<file path="config.mk">
export PLATFORM = sky130hd
export DESIGN_NAME = gain_pulse_stepper
export DESIGN_NICKNAME = d
export VERILOG_FILES = /design/src/rtl/gps_pkg.sv /design/src/rtl/gps_sync.sv /design/src/rtl/gps_strobe_qual.sv /design/src/rtl/gps_step_engine.sv /design/src/rtl/gain_pulse_stepper.sv
export SDC_FILE = /design/constraint.sdc
export NUM_CORES = 1
export LEC_CHECK = 0
export BUFFER_PORTS_ARGS = -buffer_cell sky130_fd_sc_hd__buf_4
export CAP_MARGIN = 40
export CELL_PAD_IN_SITES_DETAIL_PLACEMENT = 1
export CELL_PAD_IN_SITES_GLOBAL_PLACEMENT = 1
export CORE_MARGIN = 5
export CORE_UTILIZATION = 35
export CTS_CLUSTER_SIZE = 28
export DETAILED_ROUTE_END_ITERATION = 16
export PLACE_DENSITY = 0.7
export SYNTH_ARGS = -nofsm -noshare
export SYNTH_HDL_FRONTEND = slang
export SYNTH_SLANG_ARGS = --single-unit
</file>
<file path="constraint.sdc">
create_clock -name clk -period 3.7 [get_ports clk]
set_input_delay 0.185 -clock clk [delete_from_list [all_inputs] [get_ports clk]]
set_output_delay 0.185 -clock clk [all_outputs]
set_load 0.02 [all_outputs]
</file>
<file path="src/rtl/gps_pkg.sv">
package gps_pkg;
   typedef enum logic [1:0] {
      STEP_HALF_DB = 2'b00,
      STEP_ONE_DB  = 2'b01,
      STEP_TWO_DB  = 2'b10,
      STEP_SIX_DB  = 2'b11
   } step_sel_t;

   localparam int STEP_LSB_MAX = 12;

   function automatic logic [3:0] step_lsb(input logic [1:0] sel);
      case (step_sel_t'(sel))
         STEP_HALF_DB: step_lsb = 4'd1;
         STEP_ONE_DB:  step_lsb = 4'd2;
         STEP_TWO_DB:  step_lsb = 4'd4;
         default:      step_lsb = 4'd12;
      endcase
   endfunction
endpackage

</file>
<file path="src/rtl/gps_sync.sv">
module gps_sync #(
   parameter int STAGES    = 2,
   parameter int WIDTH     = 2,
   parameter logic RST_VAL = 1'b1
) (
   input  logic             clk,
   input  logic             rst_n,
   input  logic [WIDTH-1:0] d_i,
   output logic [WIDTH-1:0] q_o
);
   generate
      if (STAGES == 0) begin : g_bypass
         assign q_o = d_i;
      end else begin : g_chain
         logic [STAGES-1:0][WIDTH-1:0] chain_q;
         always_ff @(posedge clk or negedge rst_n) begin
            if (!rst_n) begin
               chain_q <= {STAGES{{WIDTH{RST_VAL}}}};
            end else begin
               chain_q[0] <= d_i;
               for (int i = 1; i < STAGES; i++) chain_q[i] <= chain_q[i-1];
            end
         end
         assign q_o = chain_q[STAGES-1];
      end
   endgenerate
endmodule

</file>
<file path="src/rtl/gps_strobe_qual.sv">
module gps_strobe_qual #(
   parameter int MIN_LOW = 4,
   parameter int MIN_GAP = 4
) (
   input  logic clk,
   input  logic rst_n,
   input  logic lvl_i,
   output logic low_o,
   output logic release_o
);
   localparam int LONGEST = (MIN_LOW > MIN_GAP) ? MIN_LOW : MIN_GAP;
   localparam int CNT_W   = $clog2(LONGEST + 1);
   localparam logic [CNT_W-1:0] CNT_MAX = '1;
   localparam logic [CNT_W-1:0] LOW_TH  = CNT_W'(MIN_LOW);
   localparam logic [CNT_W-1:0] GAP_TH  = CNT_W'(MIN_GAP);

   logic             lvl_q;
   logic [CNT_W-1:0] run_q;
   logic             gap_ok_q;
   logic             edge_seen;

   assign edge_seen = (lvl_i != lvl_q);
   assign low_o     = ~lvl_i;
   assign release_o = edge_seen && lvl_i && gap_ok_q && (run_q >= LOW_TH);

   always_ff @(posedge clk or negedge rst_n) begin
      if (!rst_n) begin
         lvl_q    <= 1'b1;
         run_q    <= CNT_MAX;
         gap_ok_q <= 1'b0;
      end else if (edge_seen) begin
         lvl_q <= lvl_i;
         run_q <= CNT_W'(1);
         if (!lvl_i) gap_ok_q <= (run_q >= GAP_TH);
      end else if (run_q != CNT_MAX) begin
         run_q <= run_q + CNT_W'(1);
      end
   end
endmodule

</file>
<file path="src/rtl/gps_step_engine.sv">
module gps_step_engine
   import gps_pkg::*;
#(
   parameter int CODE_W  = 6,
   parameter int MIN_OVL = 4
) (
   input  logic              clk,
   input  logic              rst_n,
   input  logic              en_i,
   input  logic              up_low_i,
   input  logic              dn_low_i,
   input  logic              up_rel_i,
   input  logic              dn_rel_i,
   input  logic [1:0]        step_sel_i,
   output logic              fire_o,
   output logic [CODE_W-1:0] code_o
);
   localparam int OVL_W = $clog2(MIN_OVL + 1);
   localparam logic [CODE_W-1:0] CODE_MAX = '1;
   localparam logic [OVL_W-1:0]  OVL_LAST = OVL_W'(MIN_OVL - 1);
   localparam logic [OVL_W-1:0]  OVL_SAT  = OVL_W'(MIN_OVL);

   logic [OVL_W-1:0]  ovl_q;
   logic              ovl_seen_q;
   logic              both_low, take_up, take_dn;
   logic [CODE_W-1:0] code_q, code_d, stp;
   logic [CODE_W:0]   sum;

   assign both_low = up_low_i && dn_low_i;
   assign fire_o   = both_low && (ovl_q == OVL_LAST);
   assign take_up  = en_i && up_rel_i && !dn_rel_i && !ovl_seen_q;
   assign take_dn  = en_i && dn_rel_i && !up_rel_i && !ovl_seen_q;
   assign stp      = CODE_W'(step_lsb(step_sel_i));
   assign sum      = {1'b0, code_q} + {1'b0, stp};

   always_comb begin
      code_d = code_q;
      if (en_i && fire_o)  code_d = '0;
      else if (take_up)    code_d = (code_q >= stp) ? (code_q - stp) : '0;
      else if (take_dn)    code_d = sum[CODE_W] ? CODE_MAX : sum[CODE_W-1:0];
   end

   always_ff @(posedge clk or negedge rst_n) begin
      if (!rst_n) begin
         ovl_q      <= '0;
         ovl_seen_q <= 1'b0;
         code_q     <= '0;
      end else begin
         code_q <= code_d;
         if (!both_low)           ovl_q <= '0;
         else if (ovl_q != OVL_SAT) ovl_q <= ovl_q + OVL_W'(1);
         if (fire_o)                     ovl_seen_q <= 1'b1;
         else if (!up_low_i && !dn_low_i) ovl_seen_q <= 1'b0;
      end
   end

   assign code_o = code_q;
endmodule

</file>
<file path="src/rtl/gain_pulse_stepper.sv">
module gain_pulse_stepper #(
   parameter int CODE_W      = 6,
   parameter int SYNC_STAGES = 2,
   parameter int MIN_LOW_CYC = 4,
   parameter int MIN_GAP_CYC = 4,
   parameter int MIN_OVL_CYC = 4
) (
   input  logic              clk,
   input  logic              rst_n,
   input  logic              en_i,
   input  logic              up_n_i,
   input  logic              dn_n_i,
   input  logic [1:0]        step_sel_i,
   output logic [CODE_W-1:0] atten_o,
   output logic              en_o
);
   generate
      if (CODE_W < 5)      begin : g_bad_w   $error("CODE_W must hold the largest step"); end
      if (MIN_LOW_CYC < 1) begin : g_bad_low $error("MIN_LOW_CYC must be positive"); end
      if (MIN_GAP_CYC < 1) begin : g_bad_gap $error("MIN_GAP_CYC must be positive"); end
      if (MIN_OVL_CYC < 1) begin : g_bad_ovl $error("MIN_OVL_CYC must be positive"); end
   endgenerate

   logic [1:0] strobe_s;
   logic       up_low, dn_low, up_rel, dn_rel;
   logic       reset_fire;

   gps_sync #(.STAGES(SYNC_STAGES), .WIDTH(2), .RST_VAL(1'b1)) u_sync (
      .clk(clk), .rst_n(rst_n), .d_i({up_n_i, dn_n_i}), .q_o(strobe_s));

   gps_strobe_qual #(.MIN_LOW(MIN_LOW_CYC), .MIN_GAP(MIN_GAP_CYC)) u_qual_up (
      .clk(clk), .rst_n(rst_n), .lvl_i(strobe_s[1]), .low_o(up_low), .release_o(up_rel));

   gps_strobe_qual #(.MIN_LOW(MIN_LOW_CYC), .MIN_GAP(MIN_GAP_CYC)) u_qual_dn (
      .clk(clk), .rst_n(rst_n), .lvl_i(strobe_s[0]), .low_o(dn_low), .release_o(dn_rel));

   gps_step_engine #(.CODE_W(CODE_W), .MIN_OVL(MIN_OVL_CYC)) u_engine (
      .clk(clk), .rst_n(rst_n), .en_i(en_i),
      .up_low_i(up_low), .dn_low_i(dn_low), .up_rel_i(up_rel), .dn_rel_i(dn_rel),
      .step_sel_i(step_sel_i), .fire_o(reset_fire), .code_o(atten_o));

   assign en_o = en_i;
endmodule

</file>
==> results of run 1 <==
==> cell usage after synthesis, types with 2 or more instances <==
| cell type | number |
|---|---|
| o211ai_1 | 2 |
| a31oi_1 | 3 |
| xor2_1 | 3 |
| dfrtp_1 | 12 |
| nand2_1 | 12 |
| dfstp_2 | 12 |
| nand3b_1 | 2 |
| mux2i_1 | 5 |
| a22o_1 | 2 |
| buf_2 | 2 |
| inv_1 | 17 |
| mux2_2 | 2 |
| a211o_1 | 2 |
| nor2_1 | 7 |
| o21a_1 | 2 |
| clkbuf_1 | 2 |
| nand2b_1 | 2 |
| ha_1 | 20 |
| nor3_1 | 5 |
| and2_1 | 3 |
| buf_4 | 2 |
| a21oi_1 | 4 |
| nor2b_1 | 6 |
| o2111ai_1 | 2 |
| nand3_1 | 3 |
| o21ai_0 | 8 |
| o21ai_1 | 2 |
| a32o_1 | 3 |
| nor3b_1 | 2 |
| fa_1 | 2 |
==> worst max path at each step <==
stage	from	endpoint	slack (ns)	cells after the start
CTS	u_engine.code_o[0]	u_engine.code_o[4]	1.46	9
detailed placement	step_sel_i[0]	u_engine.code_o[4]	1.46	10
finish	u_engine.code_o[0]	u_engine.code_o[4]	1.47	9
global placement	u_engine.code_o[0]	u_engine.code_o[4]	1.46	9
floorplan	u_engine.code_o[0]	u_engine.code_o[4]	1.59	9
global route	u_engine.code_o[0]	u_engine.code_o[4]	1.26	9
==> where the power goes <==
part / switching (W) / total [W] / internal [W]
Combinational: 0.000254 / 0.000473 / 0.000219
Clock: 0.0000766 / 0.000149 / 0.0000727
Sequential: 0.0000804 / 0.000452 / 0.000372
Total: 0.000411 / 0.00107 / 0.000663
==> flip-flops by register name, summed over array words and instances (netlist names) <==
name / count
u_engine.code_o: 6
u_engine.ovl_q: 3
u_engine.ovl_seen_q: 1
u_qual_dn.gap_ok_q: 1
u_qual_dn.lvl_q: 1
u_qual_dn.run_q: 3
u_qual_up.gap_ok_q: 1
u_qual_up.lvl_q: 1
u_qual_up.run_q: 3
u_sync.g_chain.chain_q: 2
u_sync.q_o: 2
==> layer usage <==
metal,vias to the layer above,routed length (microns),track usage
met1,630,1510,0.146
met4,0,38,0.0292
met3,6,119,0.0227
met5,-,0,0
li1,602,-,-
met2,24,1890,0.237
==> worst max-delay path, delay by kind of cell, from the launching register on <==
| kind | cells | cell delay [ns] |
|---|---|---|
| compound gates | 3 | 0.51 |
| buf+inv | 2 | 0.14 |
| fa+ha+maj | 2 | 0.61 |
| flops | 1 | 0.42 |
| simple gates | 2 | 0.44 |
==> final cells by class <==
class                           count  share of cell area
Sequential cell                    24               0.333
Timing Repair Buffer               14              0.0583
Clock buffer                        3              0.0224
Inverter                           18              0.0366
Multi-Input combinational cell    118               0.513
Tap cell                           54              0.0366
==> logic make-up after synthesis <==
kind of cell | count (synthesis) | share of synthesized area
simple gates | 48 | 0.170
fa+ha+maj | 22 | 0.175
flops | 24 | 0.370
buf+inv | 24 | 0.0602
xor+xnor | 4 | 0.0211
mux | 7 | 0.0436
compound gates | 37 | 0.160
==> through the flow <==
stage | total power (W) | setup WS [ns] | cells | instance area, sq um
global placement | 0.000892 | 1.46 | 227 | 1800
finish | 0.00107 | 1.47 | 231 | 1850
detailed placement | 0.000936 | 1.46 | 227 | 1800
floorplan | 0.000791 | 1.59 | 166 | 1660
global route | 0.00118 | 1.26 | 231 | 1850
CTS | 0.00109 | 1.46 | 231 | 1850
==> cells in the final DEF (no fill, tap or decap), drive strengths merged, types with 4 or more instances in the layout <==
| cell | n |
|---|---|
| a21oi | 4 |
| buf | 13 |
| dfrtp | 12 |
| dfstp | 12 |
| ha | 20 |
| inv | 18 |
| mux2i | 5 |
| nand2 | 12 |
| nand3 | 4 |
| nor2 | 7 |
| nor2b | 7 |
| nor3 | 5 |
| o21ai | 10 |
==> results.md, run 1 <==
- Status: finished clean
- Num rows: 25
- First-pass GRT wire length: 6300 microns
- Nets: approximately 210
- RePlAce Congestion: ~0.84
- Via count: about 1,300
- Seq/Total Area, Yosys: 0.370
- Critical-path cell list: inv_1 > ha_1 > inv_1 > fa_1 > and2_1 > o21ai_1 > nor3b_1 > o21ai_0 > a32o_1
- Fmax: between 400 and 500 MHz
- Vias in the first global route: 1,379
- Max stage delay on crit path: 0.45 ns
- Critical path's most frequent cell: inv_1
- H-tree depth: 1
- IO Pins: 14
- Diodes inserted: 0
- Mapped Cells: 166
- Post-CTS sizing: 0
- Post-synth EDFFs: 0
- Peak VDD IR: between 0.2 and 0.3 mV
- Root Buffer: clkbuf_8
- P per Cell Area: just under 600 nW/um^2
- Largest cells by area after synthesis: dfstp_2 (19%), dfrtp_1 (18%), ha_1 (15%), inv_1 (3.8%), mux2i_1 (3.0%)
- Dominant cell type by area after synthesis: dfstp_2
- FFs w/ async S/R, synth: 1.00
- # setup viols final: 0
- Core Box Area: about 4700 sq um
- Post-synth top area share: 0.190
- Worst setup SP type: register
- Clk slew on worst S/H paths: around 0.08 ns
- Synth Warn #: 0
- Die height: 78.9 microns
- Hold Crit Endpoint: u_sync.g_chain.chain_q[1]
- Grt ovf: 0
- Final min period: ~2.2 ns
- Largest net degree at the start of global routing: 25
- Top FF cell, synth: dfstp_2
- Die W: roughly 79 microns
- Worst setup path class: reg2reg
- Area of the multi-input gates: ~950 sq um
- Global Route Usage Sum: 0.125
- DR iter-0 viols: 59
- Via/cell ratio: ~5.5
- CP Data Arrival Time: between 2 and 2.5 ns
- Required @ worst endpoint: ~3.9 ns
- Setup TNS: 0 ns
- Fin Clk Skew: between 0.001 and 0.0015 ns
- Storage cell area: between 600 and 700 sq um
- Reg2Reg Capture Point: u_engine.code_o[4]
- Initial Util: 0.357
- TritonCTS clock tree: built
- Fin. Hold Viols: 0
- Cells on worst reg2reg path: 9
- Clk sinks: 24
- Syn Nets: 195
- WHS: 0.0247 ns
- CTS Buffer Depth: 2
- Worst reg2reg startpoint: u_engine.code_o[0]
- Hold Crit Depth: 1
- Final wirelength: between 3000 and 4000 microns
- Post-CTS setup buffers: 0
- Final period util: 0.604
- Area Growth Syn to Fin: 11.1%
- Maximum fanout along the worst path: 4
- Synth Cell Area: roughly 1700 sq um
- Slew HR: 0.513
- Avg Cell Area, Syn: about 10 sq um
- Clk_lat worst skew: ~0.26 ns
- Die ar.: between 6000 and 7000 sq um
- Dpl hpwl: about 2900 microns
- FILL cells: about 540
- Yosys cell types: 45
- #FFs+latches synth: 24
- Pleak: between 0.8 and 0.9 nW
- Slew @ Worst Pin: ~0.73 ns
- Final ANT Viol Nets: 0
- Final Util: 0.396
- Max Cap Viol: 0
- Worst hold path class: in2reg
- Layout cells sized above 1: 0.203
- Initial antenna violation count: 0
- Critical-path top delay cell: fa_1
- Worst Setup End Kind: register
- Routed length per instance: between 15 and 20 microns
- DRC viols: 0
- CTS buffer count: 3
- # hold bufs at CTS: 1
- RSZ-0062 raised after global routing: no
- Final slew viol count: 0
- Drt first pass iters: 4
- Flop-to-flop setup slack: 1.47 ns
- Port-buffer cells: 13
- HP Start: up_n_i
No activity file was read; power rests on OpenSTA's default activity.
==> inputs of run 2 (changes only) <==
--- a/config.mk
+++ b/config.mk
@@ -13,7 +13,7 @@
 export CORE_UTILIZATION = 35
 export CTS_CLUSTER_SIZE = 28
 export DETAILED_ROUTE_END_ITERATION = 16
-export PLACE_DENSITY = 0.7
+export PLACE_DENSITY = 0.73
 export SYNTH_ARGS = -nofsm -noshare
 export SYNTH_HDL_FRONTEND = slang
 export SYNTH_SLANG_ARGS = --single-unit
==> constraint.sdc (replaced) <==
create_clock -name clk -period 1.8 [get_ports clk]
set_input_delay 0.09 -clock clk [delete_from_list [all_inputs] [get_ports clk]]
set_output_delay 0.09 -clock clk [all_outputs]
set_load 0.02 [all_outputs]
==> run 2 against run 1 <==
Global-route usage up 1.9 points. Utilization grew 6.7 points. Highest routed layer unchanged. Clock power is 150% higher. Critical endpoint unchanged. Critical path type unchanged. Maximum frequency up 10%. First-iteration DRC count increased by 41%. Hold slack better by 0.22 ns. The run now ends with setup timing left. Power up 140%.
==> results.md, run 2 (synthesis gave the netlist of run 1 again) <==
- Status: finished with violations
- Violated checks: setup timing
- Clk_lat worst skew: 0.27 ns
- Max Cap Viol: 0
- Port-buffer cells: 13
- FILL cells: between 500 and 600
- RePlAce Congestion: about 0.8
- Critical path depth: 10
- Most common cell after layout, fill and taps aside: buf_4
- Worst setup path class: reg2reg
- Critical-path top delay cell: dfrtp_2
- Nets: 234
- RSZ-0062 raised after global routing: yes
- Crit path max-delay family: adder cells
- Flop-to-flop setup slack: -0.23 ns
- H-tree depth: 1
- Final ANT Viol Nets: 0
- IO Pins: 14
- DR iter-0 viols: just over 80
- Critical-path cell list: inv_2 > ha_4 > inv_4 > fa_2 > and2_4 > o21ai_2 > nor3b_4 > buf_4 > a211o_1 > a32o_1
- GR peak layer: met2
- TritonCTS clock tree: built
- DP Area: just under 2000 sq um
- Max stage delay on crit path: roughly 0.43 ns
- Final min period: roughly 2.0 ns
- Critical path startpoint: u_engine.code_o[0]
- Grt ovf: 0
- Final slew viol count: 0
- Initial antenna violation count: 0
- First-pass GRT wire length: approximately 7200 microns
- Worst Setup End Kind: register
- Global Route met1 Usage: 0.162
- Num rows: 25
- Core Box Area: 4660 sq um
- Most frequent cells in the layout: buf_4 (36), ha_1 (17), inv_1 (15)
- P per Cell Area: about 1200 nW/um^2
- Pleak: 1.01 nW
- Met3 Resource Use GR: 0.0193
- CTS Buffer Depth: 2
- Peak VDD IR: ~0.50 mV
- Largest register FFs: 6
- DRC viols: 0
- Buf+Inv Stages, Crit Path: 3
- Initial Util: 0.357
- Cells on worst reg2reg path: 10
- Drt first pass iters: 3
- Fin area: around 2200 sq um
- Global Route Usage Sum: 0.145
- Routed length per instance: about 16 microns
- Area Growth Syn to Fin: 29.8%
- Via/cell ratio: approximately 5.2
- Storage cell area: 618 sq um
- CTS buffer count: 3
- Worst setup path endpoint: u_engine.code_o[4]
- Final wirelength: roughly 4100 microns
- Root Buffer: clkbuf_8
- Final period util: 1.13
- Slew @ Worst Pin: around 0.4 ns
- Slew HR: 0.727
- Clk sinks: 24
- Required @ worst endpoint: 2.01 ns
- Fin. Hold Viols: 0
- CP Data Arrival Time: roughly 2.2 ns
- Clk slew on worst S/H paths: approximately 0.080 ns
- Worst reg2reg startpoint: u_engine.code_o[0]
- Fmax: between 400 and 500 MHz
- Diodes inserted: 0
- # setup viols final: 6
- Vias in the first global route: about 1,600
- Reg2Reg Capture Point: u_engine.code_o[4]
- Worst hold path class: in2async
- Met2 Resource Use GR: 0.280
- Final WS setup: -0.227 ns
- Via count: about 1,300
- Maximum fanout along the worst path: 3
- Fin Clk Skew: approximately 0.0024 ns
- Area of the multi-input gates: about 1000 sq um
- Dpl hpwl: about 3200 microns
- Worst setup SP type: register
- Layout cells sized above 1: 0.392
- Die W: roughly 79 microns
- WHS: 0.248 ns
- Die ar.: 6230 sq um
- Die height: slightly below 80 microns
- Largest net degree at the start of global routing: 25
## run 2: cell types whose count changed in the layout (fill, tap and decap cells not counted), sizes merged
cell,delta
buf,+24
clkbuf,+1
dlygate4sd3,+2
## run 2: cell type report
cell class	instances	area share
flip-flops and latches	24	0.286
multi-input cells	118	0.480
repair buffers	40	0.144
clock buffers	4	0.0255
inverters	18	0.0325
well taps	54	0.0313
## run 2: worst min path at each step
stage	slack, ns	cells past startpoint	to
global placement	0.003	1	u_qual_up.gap_ok_q
finish	0.25	2	u_qual_up.gap_ok_q
detailed placement	0.01	1	u_qual_up.gap_ok_q
global route	0.29	2	u_qual_dn.gap_ok_q
CTS	0.25	2	u_engine.ovl_q[2]
floorplan	-0.21	0	u_engine.code_o[0]
## run 2: report_power, final
| group | switching (W) | internal [W] | leakage [nW] |
|---|---|---|---|
| combinational | 0.000643 | 0.000659 | 0.696 |
| clock | 0.000174 | 0.000196 | 0.0288 |
| sequential | 0.000151 | 0.000767 | 0.287 |
## run 2: repair_timing
item                                    CTS  global route
setup buffers                             5             1
hold buffers                              3             0
endpoints found under the setup margin    6             6
cloned                                    0             0
pin swaps                                 8             1
resized for setup                        15             6
hold endpoints to repair                 26             0
## run 2: through the flow
stage | util | total power, W | worst slack, ns | setup TNS (ns) | cells
finish | 0.463 | 0.00259 | -0.227 | -0.793 | 258
global route | 0.463 | 0.00281 | -0.294 | -1.23 | 258
CTS | 0.453 | 0.00260 | -0.187 | -0.837 | 257
detailed placement | 0.418 | 0.00208 | -0.319 | -1.40 | 245
global placement | 0.418 | 0.00197 | -0.191 | -0.906 | 245
floorplan | - | 0.00164 | -0.172 | -0.753 | 166
## run 2: metal layers
metal	vias up	wire (microns)	share of wire
met1	675	1670	0.41
met2	15	2230	0.55
met3	4	117	0.029
met5	-	0	0
met4	0	38	0.0094
li1	655	-	-
